**config.mk**
```make
export PLATFORM = sky130hd
export DESIGN_NAME = pwm_chan_timer
export DESIGN_NICKNAME = d
export VERILOG_FILES = /design/src/rtl/pwm_chan_pkg.sv /design/src/rtl/pwm_chan_decode.sv /design/src/rtl/pwm_chan_regfile.sv /design/src/rtl/pwm_chan_counter.sv /design/src/rtl/pwm_chan_timer.sv
export SDC_FILE = /design/constraint.sdc
export NUM_CORES = 1
export LEC_CHECK = 0
export BUFFER_PORTS_ARGS = -buffer_cell sky130_fd_sc_hd__buf_4
export CORE_ASPECT_RATIO = 0.8
export CORE_MARGIN = 3
export CORE_UTILIZATION = 40
export CTS_BUF_LIST = sky130_fd_sc_hd__clkbuf_8
export CTS_CLUSTER_DIAMETER = 100
export CTS_CLUSTER_SIZE = 20
export DETAILED_ROUTE_END_ITERATION = 6
export PLACE_DENSITY = 0.68
export SLEW_MARGIN = 20
export SYNTH_ARGS = -nofsm -noshare
export SYNTH_HDL_FRONTEND = slang
export SYNTH_HIERARCHICAL = 1
export SYNTH_SLANG_ARGS = --single-unit
```
**constraint.sdc**
```tcl
create_clock -name clk -period 2.1 [get_ports clk]
set_input_delay 0.21 -clock clk [delete_from_list [all_inputs] [get_ports clk]]
set_output_delay 0.21 -clock clk [all_outputs]
set_load 0.005 [all_outputs]
```
**src/rtl/pwm_chan_pkg.sv**
```systemverilog
package pwm_chan_pkg;

    localparam int unsigned CTRL_W         = 4;
    localparam int unsigned CH_STRIDE      = 20;
    localparam int unsigned OFS_LOAD_LO    = 0;
    localparam int unsigned OFS_CUR        = 4;
    localparam int unsigned OFS_CTRL       = 8;
    localparam int unsigned OFS_EOI        = 12;
    localparam int unsigned OFS_STS        = 16;
    localparam int unsigned LOAD_HI_BASE   = 176;
    localparam int unsigned LOAD_HI_STRIDE = 4;

    // Field order matches the control bit positions: [3] pwm, [2] mask, [1] user, [0] enable
    typedef struct packed {
        logic pwm_on;
        logic irq_mask;
        logic user_mode;
        logic enable;
    } pwm_ctrl_t;

    typedef enum logic {
        PH_LOW  = 1'b0,
        PH_HIGH = 1'b1
    } phase_e;

    typedef enum logic [2:0] {
        SEL_NONE,
        SEL_LOAD_LO,
        SEL_CUR,
        SEL_CTRL,
        SEL_EOI,
        SEL_STS,
        SEL_LOAD_HI
    } reg_sel_e;

endpackage

```
**src/rtl/pwm_chan_decode.sv**
```systemverilog
module pwm_chan_decode
    import pwm_chan_pkg::*;
#(
    parameter int unsigned ADDR_W = 8,
    parameter int unsigned CHAN   = 0
) (
    input  logic [ADDR_W-1:0] addr,
    output reg_sel_e          sel
);

    localparam int unsigned BASE = CHAN * CH_STRIDE;

    localparam logic [ADDR_W-1:0] A_LOAD_LO = ADDR_W'(BASE + OFS_LOAD_LO);
    localparam logic [ADDR_W-1:0] A_CUR     = ADDR_W'(BASE + OFS_CUR);
    localparam logic [ADDR_W-1:0] A_CTRL    = ADDR_W'(BASE + OFS_CTRL);
    localparam logic [ADDR_W-1:0] A_EOI     = ADDR_W'(BASE + OFS_EOI);
    localparam logic [ADDR_W-1:0] A_STS     = ADDR_W'(BASE + OFS_STS);
    localparam logic [ADDR_W-1:0] A_LOAD_HI = ADDR_W'(LOAD_HI_BASE + CHAN * LOAD_HI_STRIDE);

    always_comb begin
        sel = SEL_NONE;
        if (addr == A_LOAD_LO) begin
            sel = SEL_LOAD_LO;
        end else if (addr == A_CUR) begin
            sel = SEL_CUR;
        end else if (addr == A_CTRL) begin
            sel = SEL_CTRL;
        end else if (addr == A_EOI) begin
            sel = SEL_EOI;
        end else if (addr == A_STS) begin
            sel = SEL_STS;
        end else if (addr == A_LOAD_HI) begin
            sel = SEL_LOAD_HI;
        end
    end

endmodule

```
**src/rtl/pwm_chan_regfile.sv**
```systemverilog
module pwm_chan_regfile
    import pwm_chan_pkg::*;
#(
    parameter int unsigned CNT_W  = 32,
    parameter int unsigned DATA_W = 32
) (
    input  logic              clk,
    input  logic              rst_n,
    input  logic              wr,
    input  logic              rd,
    input  reg_sel_e          sel,
    input  logic [DATA_W-1:0] wdata,
    input  logic              tc,
    input  logic [CNT_W-1:0]  cnt_val,
    output pwm_ctrl_t         ctrl,
    output logic [CNT_W-1:0]  load_lo,
    output logic [CNT_W-1:0]  load_hi,
    output logic              irq_raw,
    output logic              irq,
    output logic [DATA_W-1:0] rdata
);

    typedef struct packed {
        pwm_ctrl_t        ctrl;
        logic [CNT_W-1:0] lo;
        logic [CNT_W-1:0] hi;
        logic             raw;
    } regs_t;

    regs_t regs_d, regs_q;

    always_comb begin
        regs_d = regs_q;
        if (wr) begin
            case (sel)
                SEL_LOAD_LO: regs_d.lo   = wdata[CNT_W-1:0];
                SEL_LOAD_HI: regs_d.hi   = wdata[CNT_W-1:0];
                SEL_CTRL:    regs_d.ctrl = pwm_ctrl_t'(wdata[CTRL_W-1:0]);
                default: ;
            endcase
        end
        // Clear first, so that a terminal count in the same cycle keeps the flag set
        if (rd && (sel == SEL_EOI)) begin
            regs_d.raw = 1'b0;
        end
        if (tc) begin
            regs_d.raw = 1'b1;
        end
    end

    always_ff @(posedge clk or negedge rst_n) begin
        if (!rst_n) begin
            regs_q <= '0;
        end else begin
            regs_q <= regs_d;
        end
    end

    assign ctrl    = regs_q.ctrl;
    assign load_lo = regs_q.lo;
    assign load_hi = regs_q.hi;
    assign irq_raw = regs_q.raw;
    assign irq     = regs_q.raw & ~regs_q.ctrl.irq_mask;

    always_comb begin
        rdata = '0;
        if (rd) begin
            case (sel)
                SEL_LOAD_LO: rdata = DATA_W'(regs_q.lo);
                SEL_LOAD_HI: rdata = DATA_W'(regs_q.hi);
                SEL_CUR:     rdata = DATA_W'(cnt_val);
                SEL_CTRL:    rdata = DATA_W'(regs_q.ctrl);
                SEL_STS:     rdata = DATA_W'(irq);
                default:     rdata = '0;
            endcase
        end
    end

endmodule

```
**src/rtl/pwm_chan_counter.sv**
```systemverilog
module pwm_chan_counter
    import pwm_chan_pkg::*;
#(
    parameter int unsigned CNT_W = 32
) (
    input  logic             clk,
    input  logic             rst_n,
    input  pwm_ctrl_t        ctrl,
    input  logic [CNT_W-1:0] load_lo,
    input  logic [CNT_W-1:0] load_hi,
    output logic [CNT_W-1:0] cnt_val,
    output phase_e           phase,
    output logic             running,
    output logic             tc,
    output logic             pwm_out
);

    localparam logic [CNT_W-1:0] FREE_RELOAD = '1;

    typedef struct packed {
        logic [CNT_W-1:0] cnt;
        phase_e           phase;
        logic             run;
    } cnt_state_t;

    cnt_state_t st_d, st_q;
    logic [CNT_W-1:0] reload_lo, reload_hi;

    always_comb begin
        reload_lo = ctrl.user_mode ? load_lo : FREE_RELOAD;
        reload_hi = ctrl.user_mode ? load_hi : FREE_RELOAD;
        st_d      = st_q;
        tc        = 1'b0;
        if (!ctrl.enable) begin
            // Hold the count; the next enable starts a fresh low phase
            st_d.run   = 1'b0;
            st_d.phase = PH_LOW;
        end else if (!st_q.run) begin
            st_d.run   = 1'b1;
            st_d.phase = PH_LOW;
            st_d.cnt   = reload_lo;
        end else if (st_q.cnt == '0) begin
            tc = 1'b1;
            if (st_q.phase == PH_LOW) begin
                st_d.phase = PH_HIGH;
                st_d.cnt   = reload_hi;
            end else begin
                st_d.phase = PH_LOW;
                st_d.cnt   = reload_lo;
            end
        end else begin
            st_d.cnt = st_q.cnt - 1'b1;
        end
    end

    always_ff @(posedge clk or negedge rst_n) begin
        if (!rst_n) begin
            st_q <= '{cnt: '0, phase: PH_LOW, run: 1'b0};
        end else begin
            st_q <= st_d;
        end
    end

    assign cnt_val = st_q.cnt;
    assign phase   = st_q.phase;
    assign running = st_q.run;
    assign pwm_out = ctrl.enable & st_q.run & ctrl.pwm_on & ctrl.user_mode
                   & (st_q.phase == PH_HIGH);

endmodule

```
**src/rtl/pwm_chan_timer.sv**
```systemverilog
module pwm_chan_timer
    import pwm_chan_pkg::*;
#(
    parameter int unsigned ADDR_W = 8,
    parameter int unsigned DATA_W = 32,
    parameter int unsigned CNT_W  = 32,
    parameter int unsigned CHAN   = 0
) (
    input  logic              clk,
    input  logic              rst_n,
    input  logic              reg_wr,
    input  logic              reg_rd,
    input  logic [ADDR_W-1:0] reg_addr,
    input  logic [DATA_W-1:0] reg_wdata,
    output logic [DATA_W-1:0] reg_rdata,
    output logic              pwm_out,
    output logic              irq
);

    reg_sel_e         sel;
    pwm_ctrl_t        ctrl;
    logic [CNT_W-1:0] load_lo, load_hi, cnt_val;
    phase_e           cnt_phase;
    logic             cnt_run, cnt_tc, irq_raw;
    logic             phase_hi, ctrl_en;

    assign phase_hi = (cnt_phase == PH_HIGH);
    assign ctrl_en  = ctrl.enable;

    pwm_chan_decode #(
        .ADDR_W (ADDR_W),
        .CHAN   (CHAN)
    ) i_decode (
        .addr (reg_addr),
        .sel  (sel)
    );

    pwm_chan_regfile #(
        .CNT_W  (CNT_W),
        .DATA_W (DATA_W)
    ) i_regfile (
        .clk     (clk),
        .rst_n   (rst_n),
        .wr      (reg_wr),
        .rd      (reg_rd),
        .sel     (sel),
        .wdata   (reg_wdata),
        .tc      (cnt_tc),
        .cnt_val (cnt_val),
        .ctrl    (ctrl),
        .load_lo (load_lo),
        .load_hi (load_hi),
        .irq_raw (irq_raw),
        .irq     (irq),
        .rdata   (reg_rdata)
    );

    pwm_chan_counter #(
        .CNT_W (CNT_W)
    ) i_counter (
        .clk     (clk),
        .rst_n   (rst_n),
        .ctrl    (ctrl),
        .load_lo (load_lo),
        .load_hi (load_hi),
        .cnt_val (cnt_val),
        .phase   (cnt_phase),
        .running (cnt_run),
        .tc      (cnt_tc),
        .pwm_out (pwm_out)
    );

endmodule

```
# Yosys cells after proc, flatten, opt, wreduce, memory -nomap -nowiden
# Index checks and enable logic that the tools add are counted.
# W data, S select, Z words.
[totals]
in_bits = 44
reg_bits = 103
elab_cells = 56
out_inout_bits = 34
[op_classes]
n_addsub = 1
n_mux = 20
n_bitwise = 6
eq_ne = 12
n_reduce_logical = 7
[op_table]
columns = ["op", "n"]
rows = [
  ["$pmux W32 S5", 1],
  ["$mux W32", 4],
  ["$mux W33", 2],
  ["$logic_not A32 Y1", 1],
  ["$sub A32 B1 Y32 const B", 1],
  ["$mux W3", 6],
  ["$eq A8 B4 Y1 const B", 2],
  ["$eq A3 B3 Y1 const B", 3],
  ["$eq A8 B3 Y1 const B", 1],
  ["$eq A8 B5 Y1 const B", 1],
  ["$eq A8 B8 Y1 const B", 1],
  ["$logic_not A8 Y1", 1],
  ["$eq A3 B2 Y1 const B", 2],
  ["$mux W1", 6],
  ["$reduce_and A2 Y1", 3],
  ["$and A1 B1 Y1", 5],
  ["$eq A3 B1 Y1 const B", 1],
  ["$ne A3 B3 Y1 const B", 1],
  ["$mux W2", 1],
  ["$reduce_bool A2 Y1", 1],
  ["$logic_and A1 B1 Y1", 1],
  ["$not A1 Y1", 1],
]

# Depth between registers and ports, before layout
# Gate-level depths: netlist (run 1).
[logic_depth]
depth_word = 11
ltp_mapped = 9

# Modules after synthesis
# Netlist (run 1), hierarchy kept.
[by_module_without_submodules]
columns = ["module", "cells_per_inst", "n_inst", "seq_area_each_um2", "area_per_inst_um2"]
rows = [
  ["pwm_chan_regfile", 347, 1, 1726.7, 3935.0],
  ["pwm_chan_counter", 402, 1, 850.8, 3113.0],
  ["pwm_chan_decode", 12, 1, 0.0, 82.6],
]

# Worst setup path before layout (run 1)
# OpenSTA, ideal clock, no wires.
[synth_timing]
path_type = "reg2reg"
start = "register i_counter.st_q, in the netlist i_counter/cnt_val[0]"
end = "register i_counter.st_q, in the netlist i_counter/cnt_val[10]"
path_buffers = 0
t_required_ns = 2.006
stages_incl_launch_ff = 9
setup_slack_ns = -0.138
t_arrival_ns = 2.144
setup_ns = 0.094
cell_sequence = "dfrtp_1 inv_1 ha_1 or4b_4 or4_1 xor2_1 nand2_1 o21ai_1 a221oi_2"
[synth_between]
elab_chain_len = 3
[synth_rtl]
columns = ["element", "line_no", "text"]
rows = [
  ["start: declaration", "pwm_chan_counter.sv:26", "cnt_state_t st_d, st_q;"],
  ["start signal: assignment", "pwm_chan_counter.sv:58", "st_q <= '{cnt: '0, phase: PH_LOW, run: 1'b0};"],
  ["start signal: assignment", "pwm_chan_counter.sv:60", "st_q <= st_d;"],
  ["$sub A32 B1 Y32 / $logic_not A32 Y1 (equally long branches)", "pwm_chan_counter.sv:52, pwm_chan_counter.sv:42", ""],
  ["$mux W32 *", "pwm_chan_counter.sv:42", "end else if (st_q.cnt == '0) begin"],
  ["$mux W33 *", "pwm_chan_counter.sv:38", "end else if (!st_q.run) begin"],
]
# Mark *: on every way between the ends. The rest lies on a longest branch, timed or not.
# A chain may end at the register's enable or synchronous reset.

# Worst setup path in the final report (run 1)
[layout_timing]
start = "input reg_addr[1]"
end = "output reg_rdata[18]"
[layout_between]
elab_chain_len = 10
[layout_rtl]
columns = ["element", "line_no", "text"]
rows = [
  ["start: declaration", "pwm_chan_timer.sv:13", "input logic [ADDR_W-1:0] reg_addr,"],
  ["$eq A8 B8 Y1", "pwm_chan_decode.sv:32", "end else if (addr == A_LOAD_HI) begin"],
  ["$mux W3", "pwm_chan_decode.sv:32", ""],
  ["$mux W3", "pwm_chan_decode.sv:30", "end else if (addr == A_STS) begin"],
  ["$mux W3", "pwm_chan_decode.sv:28", "end else if (addr == A_EOI) begin"],
  ["$mux W3", "pwm_chan_decode.sv:26", "end else if (addr == A_CTRL) begin"],
  ["$mux W3", "pwm_chan_decode.sv:24", "end else if (addr == A_CUR) begin"],
  ["$mux W3 *", "pwm_chan_decode.sv:22", "if (addr == A_LOAD_LO) begin"],
  ["named net sel[2]", "pwm_chan_timer.sv:20", "reg_sel_e sel;"],
  ["$eq A3 B3 Y1 (tied with other cells)", "pwm_chan_regfile.sv:68", "case (sel)"],
  ["$pmux W32 S5 *", "pwm_chan_regfile.sv:68", ""],
  ["$mux W32 *", "pwm_chan_regfile.sv:67", "if (rd) begin"],
  ["end: declaration", "pwm_chan_timer.sv:15", "output logic [DATA_W-1:0] reg_rdata,"],
]
# Mark *: on every way through the listed nets, which the timed path passes. The rest lies on a longest branch.

==> results of run 1 <==
power groups by stage:
stage,registers (W),clock network [W],logic (W)
finish,0.00224,0.00130,0.00297
global route,0.00226,0.00143,0.00316
CTS,0.00223,0.00136,0.00259
detailed placement,0.00226,0,0.00218
global placement,0.00226,0,0.00215
floorplan,0.00225,0,0.00127
final timing paths:
| kind | startpoint | endpoint | slack, ns | cells after the start |
|---|---|---|---|---|
| worst max-delay path | reg_addr[1] | reg_rdata[18] | -0.11 | 11 |
| worst min-delay path | reg_wdata[21] | i_regfile/load_hi[21]$_DFFE_PN0P_ | 0.04 | 2 |
| worst min register to register | i_regfile/irq_raw$_DFFE_PN0P_ | i_regfile/irq_raw$_DFFE_PN0P_ | 0.50 | 1 |
| min in group asynchronous | rst_n | i_regfile/load_lo[2]$_DFFE_PN0P_ | 0.40 | 3 |
| worst max register to register | i_counter/cnt_val[1]$_DFFE_PN0P_ | i_counter/cnt_val[10]$_DFFE_PN0P_ | -0.09 | 8 |
| max in group asynchronous | rst_n | i_counter/phase$_DFFE_PN0P_ | 1.22 | 3 |
what timing repair did:
| action | in CTS | in global routing |
|---|---|---|
| setup endpoints to repair | 49 | 65 |
| endpoints found under the hold margin | 103 | 0 |
| cloned | 2 | 0 |
| resized for setup | 62 | 88 |
| buffers inserted | 6 | 8 |
| pin swaps | 27 | 39 |
| hold buffers | 1 | 0 |
registers in the layout, summed over array words and instances (netlist names):
name / count
i_counter/running: 1
i_regfile/irq_raw: 1
i_regfile/load_lo: 32
i_regfile/load_hi: 32
i_counter/cnt_val: 32
i_regfile/ctrl: 4
i_counter/phase: 1
layer usage:
metal | part of all wire | wire, um | vias up | global-route usage
li1 | - | - | 3081 | -
met1 | 0.48 | 10460 | 3268 | 0.3298
met2 | 0.44 | 9641 | 222 | 0.3284
met3 | 0.061 | 1322 | 18 | 0.04048
met4 | 0.011 | 244 | 0 | 0.05301
met5 | 0 | 0 | - | 0
synth_stat cells, types with 2 or more instances:
master	number	share of area
nand3_1	16	0.011
nand4_2	2	0.0035
a211o_1	2	0.0025
mux2i_1	35	0.049
nand4b_1	2	0.0025
a31oi_1	4	0.0035
o21ai_0	24	0.017
buf_6	4	0.0063
a21oi_1	49	0.034
mux2_2	39	0.062
xor2_1	9	0.011
and3b_1	9	0.011
xnor2_1	17	0.021
or3_1	7	0.0061
a21o_1	32	0.034
o22ai_1	2	0.0018
a221oi_2	2	0.0042
o221ai_1	2	0.0025
nor4_1	7	0.0061
nand3b_1	64	0.067
nor3_2	2	0.0028
nand2b_1	8	0.0070
and4_1	2	0.0025
or4_1	3	0.0032
buf_2	17	0.012
nor4_2	2	0.0035
nor2_1	46	0.024
nor3_1	10	0.0070
clkbuf_1	36	0.019
a211oi_1	7	0.0074
o211ai_1	2	0.0021
o21ai_1	19	0.013
ha_1	2	0.0035
o41ai_1	2	0.0025
nand4_1	4	0.0035
dfrtp_1	103	0.36
mux2_4	30	0.063
buf_4	4	0.0042
nor2b_1	4	0.0035
inv_1	13	0.0068
nand2_1	77	0.041
a221oi_1	11	0.014
a221o_1	7	0.0098
nor4b_1	2	0.0025
kinds of logic after synthesis:
family / share of synthesized area
and+or+nand+nor: 0.2244
muxes: 0.1755
DFF: 0.3615
buffers and inverters: 0.04948
xor gates and xnor gates: 0.03194
adders and majority gates: 0.003509
AOI/OAI and AO/OA: 0.1537
stage by stage:
stage / hold slack (ns) / instances
after CTS: 0.01488 / 1142
after floorplan: -0.08559 / 761
after global routing: 0.01682 / 1150
after global placement: 0.3325 / 1117
final: 0.04231 / 1150
after detailed placement: 0.3369 / 1117
critical path, delay by kind of cell:
kind / cells / cell delay, ns
and+or+nand+nor: 4 / 0.96
buffers and inverters: 5 / 0.67
AOI/OAI and AO/OA: 2 / 0.16
cell type report:
cell class	count	area [um2]	area share
flip-flops and latches	103	2580	0.2644
repair buffers	211	1898	0.1945
inverters	13	48.80	0.005001
clock buffers	10	137.6	0.01410
clock inverters	6	60.06	0.006155
well taps	225	281.5	0.02885
multi-input cells	582	4752	0.4870
==> key figures, run 1 <==
Floorplan
  – # IOs: 78
  – Initial Util: 0.4091
  – Die Height: 125.4 um
  – Die area: 19470 um2
  – Core Footprint: 17430 um2
  – # rows: 43
  – Die Wd: 155.3 um

Pwr
  – Pwr Total: 0.006514 W
  – Pwr dens: 667.6 nW/um2
  – Peak supply drop: 0.5310 mV
  – Clock power frac: 0.200
  – Leakage power: 4.232 nW
  – Sequential share of power: 0.344
  – Cell Int Power: 0.004180 W
  – Sw Pwr: 0.002335 W
  – Switching share of total power: 0.3584
  – Power share of the combinational group: 0.456

GRT
  – Initial antenna violation count: 0
  – First-pass GRT wire length: 34.73 mm
  – Total gr overflow: 0
  – Number of global-route vias before repair: 6358
  – Overall track demand over capacity in global routing: 0.2198
  – Largest net degree at the start of global routing: 104

STA
  – Final setup violation count: 38
  – Fmax: 451.7 MHz
  – Final Max Slew Viols: 0
  – Final hold vios: 0
  – Final Cycle Share: 1.054
  – Layout Skew: 0.01510 ns
  – Worst slew pin tran: 0.7266 ns
  – Final setup TNS: -3.231 ns
  – Final min period: 2.214 ns
  – RSZ-0062 raised after global routing: true
  – Final worst slack: -0.1138 ns
  – Slew margin rel.: 0.5156

Synth
  – Netlist cell types: 64
  – Async S/R FF share, synth: 1.000
  – Syn_area_per_cell: 9.370 um2
  – Synthesized net count: 807
  – YS warnings: 6
  – Main synth FF type: dfrtp_1
  – Flops & latches, synth: 103
  – Mapped cell area: 7131 um2
  – Synth Instances: 761
  – EDFF count, synth: 0
  – Seq/Total Area, Yosys: 0.3615

Route
  – WL/cell: 18.85 um
  – Avg Vias per Cell: 5.730
  – Vias: 6589
  – Final ANT Viol Nets: 0
  – Final wirelength: 21.67 mm
  – Detailed Route Iter0 Violations: 581
  – Drt pass-1 iters: 5
  – Drc violations: 0

Clocking
  – CTS Buf Count: 9
  – CTS tree: yes
  – TritonCTS sink count: 103
  – Worst skew pair latency: 0.40 ns
  – Clock buffer depth: 2
  – CTS root buffer: clkbuf_8
  – Clk slew on worst S/H paths: 0.10 ns
  – Max H-tree Level: 3

Cells and area
  – Fin nets: 966
  – Fin area: 9758 um2
  – Diodes inserted: 0
  – Most frequent cells in the layout: buf_4, dfrtp_1, nand2_1
  – Synthesis-to-layout area growth: 36.85%
  – Leading cell type in the layout, fill and taps excluded: buf_4
  – Fill count: 1559
  – Share of cells above drive strength 1: 0.4443
  – Final core occ: 0.5598

Critical path
  – CP Launch Type: primary input
  – Critical Path Fanout Max: 8
  – CP arrival: 2.00 ns
  – Cell mode on critical path: buf_6
  – Critical Path RT: 1.89 ns
  – CP Capture Type: output port
  – CP Class: in2out
  – Crit path cell chain: buf_6 -> or3_4 -> or3_4 -> o22ai_4 -> buf_6 -> nand3_2 -> nand3b_1 -> buf_6 -> buf_12 -> a21oi_2 -> buf_4
  – Slowest CP cell: or3_4
  – Crit path largest cell delay: 0.39 ns

Status
  – Failing checks: negative setup slack
  – Status: finished with violations

Place
  – Final HPWL DP: 14.92 mm
  – GP Congestion: 0.8903
  – Buffers added on ports: 77
  – Pre-CTS setup slack: -0.2442 ns
  – Placed Instance Area: 8783 um2

Job
  – Max Cap Violations: 0

Hold path
  – Worst Hold Class: in2reg
No activity file was read; power rests on OpenSTA's default activity.
==> run 2, diff against run 1 <==
Settings changed: CORE_UTILIZATION 40 to 56, PLACE_DENSITY 0.68 to unset, PLACE_DENSITY_LB_ADDON set to 0.08.
==> run 2 against run 1 <==
  * The flow finishes with violations (design-rule violations, negative setup slack)
  * Largest cell class unchanged
  * Highest routed layer unchanged
  * Clock skew up 0.0046 ns
  * Cell count fell by 3.8%
  * Core utilization up 28 points
  * Register-to-register slack worse by 0.13 ns
  * Sequential share of layout area fell by 1.4 points
  * Sequential power barely moved
  * Worst hold slack improved by 0.0030 ns
  * Critical endpoint is now reg_rdata[0]
  * Clock power increased by 8%
  * Power up 9.6%
  * First-iteration DRC count up 48%
  * Wire length grew 21%
  * Final area increased by 5.9%
==> key figures, run 2 (synthesized netlist as in run 1, its figures left out) <==
GRT
  – Total gr overflow: 0 (unchanged)
  – Largest net degree at the start of global routing: 46 (-56%)
  – First-pass GRT wire length: 37.23 mm (+7.2%)
  – Overall track demand over capacity in global routing: 0.3294 (+0.1097)
  – Initial antenna violation count: 0 (unchanged)
  – Number of global-route vias before repair: 7054 (+11%)

STA
  – Final Max Slew Viols: 0 (unchanged)
  – Worst slew pin tran: 0.5258 ns (-0.2009 ns)
  – Final min period: 2.370 ns (+0.1558 ns)
  – Final setup TNS: -11.32 ns (-8.088 ns)
  – Final Cycle Share: 1.128 (+0.07420)
  – Slew margin rel.: 0.6495 (+0.1339)
  – Layout Skew: 0.01975 ns (+0.004649 ns)
  – Final hold vios: 0 (unchanged)
  – Fmax: 422.0 MHz (-6.6%)
  – Final setup violation count: 62 (+63%)
  – RSZ-0062 raised after global routing: true
  – Final worst slack: -0.2696 ns (-0.1558 ns)

Cells and area
  – Fin nets: 976 (+1.0%)
  – Non-Filler Instances: 1106 (-3.8%)
  – Fin area: 10330 um2 (+5.9%)
  – Synthesis-to-layout area growth: 44.90%
  – Diodes inserted: 0 (unchanged)
  – Leading cell type in the layout, fill and taps excluded: buf_4
  – FF+latch area: 2586 um2 (+0.24%)
  – Most frequent cells in the layout: buf_4, dfrtp_1, nand3b_1
  – Area of the multi-input gates: 5049 um2 (+6.2%)
  – Share of cells above drive strength 1: 0.4877 (+0.04338)
  – Fill count: 651 (-58%)

Route
  – Vias: 7286 (+11%)
  – Drt pass-1 iters: 7 (+2)
  – WL/cell: 23.80 um (+26%)
  – Drc violations: 1 (+1)
  – Avg Vias per Cell: 6.588 (+15%)
  – Final wirelength: 26.33 mm (+21%)
  – Detailed Route Iter0 Violations: 861 (+48%)
  – Final ANT Viol Nets: 0 (unchanged)

Clocking
  – Max H-tree Level: 3 (unchanged)
  – TritonCTS sink count: 103 (unchanged)
  – Worst skew pair latency: 0.40 ns (about the same)
  – Clk slew on worst S/H paths: 0.11 ns (about the same)
  – Clock buffer depth: 2 (unchanged)
  – CTS root buffer: clkbuf_8
  – CTS Buf Count: 9 (unchanged)
  – CTS tree: yes

Critical path
  – CP Capture Type: output port
  – Critical Path Fanout Max: 7 (-1)
  – CP Launch Type: primary input
  – CP Class: in2out
  – CP arrival: 2.16 ns (+0.16 ns)
  – Critical Path RT: 1.89 ns (about the same)

Pwr
  – Peak supply drop: 0.4820 mV (-9.2%)
  – Clock power frac: 0.196 (-0.004)
  – Sw Pwr: 0.002715 W (+16%)
  – Sequential share of power: 0.316 (-0.028)
  – Leakage power: 4.557 nW (+7.7%)
  – Cell Int Power: 0.004426 W (+5.9%)
  – Pwr dens: 691.1 nW/um2 (+3.5%)
  – Switching share of total power: 0.3802 (+0.02185)
  – Power share of the combinational group: 0.488 (+0.032)

Floorplan
  – Die Wd: 132.2 um (-15%)
  – # IOs: 78 (unchanged)
  – Die Height: 106.9 um (-15%)
  – Core Footprint: 12300 um2 (-29%)
  – # rows: 36 (-16%)
  – Initial Util: 0.5799 (+0.1708)
  – Die area: 14130 um2 (-27%)

Status
  – Status: finished with violations
  – Failing checks: design-rule violations, negative setup slack

Hold path
  – Worst Hold Class: in2reg

Place
  – GP Congestion: 0.9396 (+5.5%)
  – Cells after DPL: 1046 (-6.4%)
  – Final HPWL DP: 14.68 mm (-1.6%)
  – Pre-CTS setup slack: -0.2361 ns (+0.008052 ns)
  – Placed Instance Area: 8601 um2 (-2.1%)
  – Buffers added on ports: 77 (unchanged)

Job
  – Max Cap Violations: 0 (unchanged)
## run 2: cell count changes in the layout (fill, tap and decap cells not counted), sizes merged
cell    before  now
buf        208  213
clkbuf      12   16
bufinv       1    2
clkinv       2    1
inv         15   16
## run 2: what timing repair did
action                                 CTS  global route
setup endpoints to repair               59            78
pin swaps                               32            60
resized for setup                       89           141
hold buffers                             1             0
endpoints found under the hold margin   55             0
cloned                                   4            10
buffers inserted                        18            12
## run 2: critical path, stage by stage
cell and delay, ns:
buf_6 0.09, or3_4 0.39, or3_4 0.35, o22ai_4 0.14
buf_6 0.13, buf_6 0.09, nand3_2 0.06, nand3b_1 0.19
buf_6 0.16, buf_12 0.14, a211oi_2 0.05, buf_4 0.15
## run 2: layout make-up
type / count / area share
Multi-Input combinational cell: 582 / 0.4886
Sequential cell: 103 / 0.2503
Timing Repair Buffer: 221 / 0.2151
Tap cell: 171 / 0.02071
Clock buffer: 9 / 0.01199
Clock inverter: 7 / 0.008598
Inverter: 13 / 0.004723
## run 2: through the flow
| step | hold slack, ns | power (W) | util |
|---|---|---|---|
| after floorplan | -0.08559 | 0.003519 | - |
| after global placement | 0.09074 | 0.004335 | 0.6994 |
| after detailed placement | 0.09062 | 0.004402 | 0.6994 |
| after CTS | 0.03855 | 0.006067 | 0.7679 |
| after global routing | 0.03338 | 0.007383 | 0.8403 |
| final | 0.04528 | 0.007141 | 0.8403 |
## run 2: worst paths after layout
kind	startpoint	endpoint	slack (ns)	cells after the start
setup reg to reg	i_counter/cnt_val[1]$_DFFE_PN0P_	i_counter/cnt_val[13]$_DFFE_PN0P_	-0.22	11
min in group asynchronous	rst_n	i_counter/cnt_val[4]$_DFFE_PN0P_	0.22	2
max in group asynchronous	rst_n	i_counter/cnt_val[2]$_DFFE_PN0P_	1.22	3
hold / removal	reg_wdata[5]	i_regfile/load_lo[5]$_DFFE_PN0P_	0.05	2
setup / recovery	reg_addr[1]	reg_rdata[0]	-0.27	12
hold reg to reg	i_regfile/irq_raw$_DFFE_PN0P_	i_regfile/irq_raw$_DFFE_PN0P_	0.48	1
## run 2: per-layer routing
metal,track usage,share of wire
met5,0,0
met4,0.1349,0.041
met3,0.06238,0.096
met2,0.5106,0.46
met1,0.4575,0.40
## run 2: power by group through the flow
| stage | Sequential [W] | Combinational (W) | Clock, W |
|---|---|---|---|
| after floorplan | 0.00225 | 0.00127 | 0 |
| after global placement | 0.00226 | 0.00208 | 0 |
| after detailed placement | 0.00227 | 0.00213 | 0 |
| after CTS | 0.00224 | 0.00242 | 0.00141 |
| after global routing | 0.00228 | 0.00364 | 0.00147 |
| final | 0.00226 | 0.00348 | 0.00140 |
